==> src/rtl/mfmdec_pkg.sv <==
package mfmdec_pkg;
    typedef struct packed {
        logic half;
        logic first_rev;
    } collect_t;

    typedef struct packed {
        logic prev;
        logic bit_v;
        logic valid;
        logic err;
    } decode_t;
endpackage

==> src/rtl/mfmdec_collect.sv <==
module mfmdec_collect
    import mfmdec_pkg::*;
#(
    parameter bit REV_LEVEL = 1'b1
) (
    input  logic clk,
    input  logic rst_n,
    input  logic align_i,
    input  logic raw_bit_i,
    input  logic raw_valid_i,
    output logic pair_valid_o,
    output logic first_rev_o,
    output logic second_rev_o
);
    collect_t st_d, st_q;
    logic     rev_now;

    assign rev_now = (raw_bit_i == REV_LEVEL);

    always_comb begin
        st_d = st_q;
        if (align_i) begin
            st_d.half = 1'b0;
        end
        if (raw_valid_i) begin
            if (align_i || !st_q.half) begin
                st_d.half      = 1'b1;
                st_d.first_rev = rev_now;
            end else begin
                st_d.half = 1'b0;
            end
        end
    end

    always_ff @(posedge clk or negedge rst_n) begin
        if (!rst_n) st_q <= '0;
        else        st_q <= st_d;
    end

    assign pair_valid_o = raw_valid_i && st_q.half && !align_i;
    assign first_rev_o  = st_q.first_rev;
    assign second_rev_o = rev_now;
endmodule

==> src/rtl/mfmdec_decode.sv <==
module mfmdec_decode
    import mfmdec_pkg::*;
(
    input  logic clk,
    input  logic rst_n,
    input  logic align_i,
    input  logic pair_valid_i,
    input  logic first_rev_i,
    input  logic second_rev_i,
    output logic dec_valid_o,
    output logic dec_bit_o,
    output logic data_bit_o,
    output logic data_valid_o,
    output logic err_o
);
    decode_t st_d, st_q;
    logic    bit_c, err_c;

    always_comb begin
        unique case ({first_rev_i, second_rev_i})
            2'b01:   begin bit_c = 1'b1; err_c = 1'b0;       end
            2'b10:   begin bit_c = 1'b0; err_c = st_q.prev;  end
            2'b00:   begin bit_c = 1'b0; err_c = !st_q.prev; end
            default: begin bit_c = 1'b0; err_c = 1'b1;       end
        endcase
    end

    always_comb begin
        st_d       = st_q;
        st_d.valid = pair_valid_i;
        st_d.err   = pair_valid_i && err_c;
        if (pair_valid_i) st_d.bit_v = bit_c;
        if (align_i)           st_d.prev = 1'b0;
        else if (pair_valid_i) st_d.prev = bit_c;
    end

    always_ff @(posedge clk or negedge rst_n) begin
        if (!rst_n) st_q <= '0;
        else        st_q <= st_d;
    end

    assign dec_valid_o  = pair_valid_i;
    assign dec_bit_o    = bit_c;
    assign data_bit_o   = st_q.bit_v;
    assign data_valid_o = st_q.valid;
    assign err_o        = st_q.err;
endmodule

==> src/rtl/mfmdec_pack.sv <==
module mfmdec_pack #(
    parameter int BYTE_W = 8
) (
    input  logic              clk,
    input  logic              rst_n,
    input  logic              align_i,
    input  logic              bit_valid_i,
    input  logic              bit_i,
    output logic [BYTE_W-1:0] byte_o,
    output logic              byte_valid_o
);
    localparam int CNT_W = (BYTE_W > 1) ? $clog2(BYTE_W) : 1;
    localparam logic [CNT_W-1:0] LAST = CNT_W'(BYTE_W - 1);

    typedef struct packed {
        logic [CNT_W-1:0]  cnt;
        logic [BYTE_W-1:0] shift;
        logic [BYTE_W-1:0] out;
        logic              vld;
    } pack_t;

    pack_t            st_d, st_q;
    logic [BYTE_W-1:0] shifted;

    assign shifted = {st_q.shift[BYTE_W-2:0], bit_i};

    always_comb begin
        st_d     = st_q;
        st_d.vld = 1'b0;
        if (align_i) begin
            st_d.cnt   = '0;
            st_d.shift = '0;
        end else if (bit_valid_i) begin
            st_d.shift = shifted;
            if (st_q.cnt == LAST) begin
                st_d.cnt = '0;
                st_d.out = shifted;
                st_d.vld = 1'b1;
            end else begin
                st_d.cnt = st_q.cnt + 1'b1;
            end
        end
    end

    always_ff @(posedge clk or negedge rst_n) begin
        if (!rst_n) st_q <= '0;
        else        st_q <= st_d;
    end

    assign byte_o       = st_q.out;
    assign byte_valid_o = st_q.vld;
endmodule

==> src/rtl/mfmdec_top.sv <==
module mfmdec_top #(
    parameter int BYTE_W    = 8,
    parameter bit REV_LEVEL = 1'b1
) (
    input  logic              clk,
    input  logic              rst_n,
    input  logic              align_i,
    input  logic              raw_bit_i,
    input  logic              raw_valid_i,
    output logic              data_bit_o,
    output logic              data_valid_o,
    output logic [BYTE_W-1:0] byte_o,
    output logic              byte_valid_o,
    output logic              pair_err_o
);
    logic pair_valid, first_rev, second_rev;
    logic dec_valid, dec_bit;

    mfmdec_collect #(.REV_LEVEL(REV_LEVEL)) u_collect (
        .clk(clk), .rst_n(rst_n), .align_i(align_i),
        .raw_bit_i(raw_bit_i), .raw_valid_i(raw_valid_i),
        .pair_valid_o(pair_valid), .first_rev_o(first_rev),
        .second_rev_o(second_rev)
    );

    mfmdec_decode u_decode (
        .clk(clk), .rst_n(rst_n), .align_i(align_i),
        .pair_valid_i(pair_valid), .first_rev_i(first_rev),
        .second_rev_i(second_rev), .dec_valid_o(dec_valid),
        .dec_bit_o(dec_bit), .data_bit_o(data_bit_o),
        .data_valid_o(data_valid_o), .err_o(pair_err_o)
    );

    mfmdec_pack #(.BYTE_W(BYTE_W)) u_pack (
        .clk(clk), .rst_n(rst_n), .align_i(align_i),
        .bit_valid_i(dec_valid), .bit_i(dec_bit),
        .byte_o(byte_o), .byte_valid_o(byte_valid_o)
    );
endmodule

==> config.mk <==
export PLATFORM = sky130hd
export DESIGN_NAME = mfmdec_top
export DESIGN_NICKNAME = d
export VERILOG_FILES = /design/src/rtl/mfmdec_pkg.sv /design/src/rtl/mfmdec_collect.sv /design/src/rtl/mfmdec_decode.sv /design/src/rtl/mfmdec_pack.sv /design/src/rtl/mfmdec_top.sv
export SDC_FILE = /design/constraint.sdc
export NUM_CORES = 1
export LEC_CHECK = 0
export BUFFER_PORTS_ARGS = -buffer_cell sky130_fd_sc_hd__buf_2
export CAP_MARGIN = 20
export CORE_MARGIN = 10
export CORE_UTILIZATION = 48
export CTS_CLUSTER_DIAMETER = 100
export CTS_CLUSTER_SIZE = 24
export DETAILED_ROUTE_END_ITERATION = 10
export PLACE_DENSITY = 0.73
export SETUP_SLACK_MARGIN = 0.1
export SLEW_MARGIN = 20
export SYNTH_ARGS = -nofsm -noshare
export SYNTH_HDL_FRONTEND = slang
export SYNTH_SLANG_ARGS = --single-unit
==> constraint.sdc <==
create_clock -name clk -period 1.4 [get_ports clk]
set_input_delay 0.07 -clock clk [delete_from_list [all_inputs] [get_ports clk]]
set_output_delay 0.07 -clock clk [all_outputs]
set_load 0.01 [all_outputs]
==> impl_metrics.yaml <==
synthesis:
  synth_area_leader_cell: "dfrtp_1"
  syn_inst: 96
  synth_fp_nets: 103
  postSynthAreaPerCell_sq_um: 11.09
  ys_seq_area_frac: 0.5875
  yosysTopAreaCellShare: 0.5875
  syn_area_sq_um: 1065
  ys_ff_latch: 25
  yosysWarnings: 0
  yosys-top-cells-area: "dfrtp_1, mux2_2, nand2_1, buf_4, a21oi_1"
  synth_cell_types: 19
final_layout:
  most-common-layout-cells: "dfrtp_1, nand2_1, buf_2, a21oi_1, mux2_4"
  diodes: 0
  drive_gt1_frac: 0.3364
  fin_nets: 118
  syn2layout_area_growth_pct: 15.75
  finalNonFillerCells: 137
  final_area_sq_um: 1232
  nFillCells: 184
  layout_commonest_cell: "dfrtp_1"
worst_setup_path:
  end_kind: "register"
  worstPathArrival_ns: 1.61
  slowest_delay_ns: 0.38
  cp_slowest_cell: "dfrtp_1"
  critPathLaunchType: "register"
  cp_data_required_time_ns: 1.62
  crit_chain: "ha_2, ha_4, nand4b_4, mux2_4"
  path_delay_family: "flip-flops"
  critPathBufInv: 0
  critPathMaxFanout: 8
  worstSetupPathType: "reg -> reg"
floorplanning:
  die-area_sq_um: 4502
  row_count: 16
  die_h_microns: 67.10
  fp.coreArea_sq_um: 2042
  start_util: 0.5214
  pin_count: 17
  die_w_microns: 67.10
clock_network:
  cts_made_buffers: 3
  cts_buffer_depth: 2
  cts_tree: "done"
  clk_pin_slew_ns: 0.14
  htree_levels: 1
  insertion_delay_ns: 0.33
  clock-root-buffer: "clkbuf_4"
  clock_sinks: 25
route:
  dr.pass1.iters: 4
  antenna_left: 0
  drt-initial-drc-count: 21
  drc: 0
  vias_per_cell: 5.051
  vias: 692
  wl_per_cell_microns: 13.81
  wirelength_microns: 1892
run:
  maxCapViolations: 0
pwr:
  peakVddDrop_v: 0.0006387
  power_leakage_nw: 0.6523
  pwr_density_cell_nw_per_um2: 1002
global_route:
  grt_pass1_wl_microns: 3367
  grt_overflow: 0
  grt_max_degree: 26
  antenna_found_initial: 0
  grt_pass1_vias: 724
  grtUsageTotal: 0.09606
sta:
  rsz0062_at_grt: "true"
  setup_violations: 0
  tightest_slew_ns: 0.5555
  timing.final.max_slew_violations: 0
  relSlewSlack: 0.6297
  fin_crit_sh: 0.9976
  fin_skew_ns: 0.01450
  finalCriticalPeriod_ns: 1.397
  finalHoldViolCount: 0
  clock.fmax_ghz: 0.7160
worst_hold_path:
  worstHoldPathType: "in -> reg"
place:
  io_buffers: 16
  hpwl_microns: 1292
  dp.cells: 129
  dpl_cell_area_sq_um: 1162
  routabilityCongestion: 0.6943
status:
  status: "finished clean"
-- worst register-to-register path: stages (launching register included) --
cell and delay [ns]:
dfrtp_1 0.38, ha_2 0.19, ha_4 0.14, nand4b_4 0.21, mux2_4 0.36
-- layout make-up --
type                       count  area (sq um)  area share
multi-input combinational     57         404.1      0.3279
tap                           27         33.78     0.02741
inverter                       2         7.507    0.006091
timing repair buffer          22         130.1      0.1056
sequential                    25         626.9      0.5086
clock buffer                   3         22.52     0.01827
clock inverter                 1         7.507    0.006091
-- worst paths after layout --
path / from / end / slack (ns) / cells past startpoint
worst max register to register: u_pack.st_q[17]$_DFFE_PN0P_ / u_pack.byte_o[7]$_DFFE_PN0P_ / 0.003 / 4
worst max-delay path: u_pack.st_q[17]$_DFFE_PN0P_ / u_pack.byte_o[7]$_DFFE_PN0P_ / 0.003 / 4
min in group asynchronous: rst_n / u_collect.first_rev_o$_DFFE_PN0P_ / 0.24 / 2
worst min-delay path: raw_valid_i / u_collect.st_q[1]$_DFFE_PN0P_ / 0.02 / 2
worst min register to register: u_decode.data_bit_o$_DFFE_PN0P_ / u_decode.data_bit_o$_DFFE_PN0P_ / 0.50 / 2
max in group asynchronous: rst_n / u_collect.st_q[1]$_DFFE_PN0P_ / 0.77 / 2
-- flip-flops by register name, summed over array words and instances, names as in the netlist --
register	count
u_collect.first_rev_o	1
u_collect.st_q	1
u_decode.data_bit_o	1
u_decode.data_valid_o	1
u_decode.err_o	1
u_decode.st_q	1
u_pack.byte_o	8
u_pack.byte_valid_o	1
u_pack.shifted	7
u_pack.st_q	3
-- repair_timing --
item	4_1_cts	5_1_grt
gates resized for setup	0	2
setup buffers	2	0
hold endpoints to repair	25	1
hold buffers	1	1
endpoints found under the setup margin	8	10
-- power breakdown --
| group | internal [mW] | total [mW] | switching (mW) | leakage (nW) |
|---|---|---|---|---|
| registers | 0.749 | 0.772 | 0.0230 | 0.341 |
| logic | 0.0565 | 0.131 | 0.0747 | 0.297 |
| clock network | 0.109 | 0.331 | 0.222 | 0.0139 |
-- Yosys cell counts, drive strengths merged --
cell type,instances
nand4b,1
nand2b,1
nor2,2
xnor2,1
and4b,1
dfrtp,25
nand3b,1
nand2,21
a21oi,12
o21ai,3
buf,11
mux2,8
clkbuf,1
ha,2
inv,2
and2,1
or3,2
or2b,1
-- metrics by stage --
step | setup TNS (ns) | setup WS [ns] | utilization | power [mW] | hold WS (ns)
6_report | 0 | 0.003417 | 0.6036 | 1.235 | 0.01954
5_1_grt | -0.2812 | -0.04561 | 0.6036 | 1.300 | 0.05043
4_1_cts | 0 | 0.01144 | 0.5962 | 1.241 | 0.005757
3_5_place_dp | -0.005228 | -0.005228 | 0.5692 | 0.9069 | 0.08661
3_3_place_gp | 0 | 0.03351 | 0.5692 | 0.9030 | 0.07842
2_1_floorplan | 0 | 0.08455 | - | 0.8549 | -0.2256
-- kinds of logic (layout without fill, tap and decap cells) --
kind of cell,count (synthesis),in the layout,synth area share
buffers and inverters,14,28,0.08343
AO/OA/AOI/OAI,15,15,0.07050
XOR/XNOR,1,1,0.008227
AND/OR/NAND/NOR,31,31,0.1422
adder cells (fa/ha/maj),2,2,0.02350
multiplexers,8,8,0.08461
flip-flops,25,25,0.5875
-- per-layer routing --
metal / share of wire / global-route usage
met1: 0.45 / 0.1189
met2: 0.47 / 0.1469
met3: 0.051 / 0.02174
met4: 0.025 / 0.06154
met5: 0 / 0
Power figures use the tool's default switching activity.
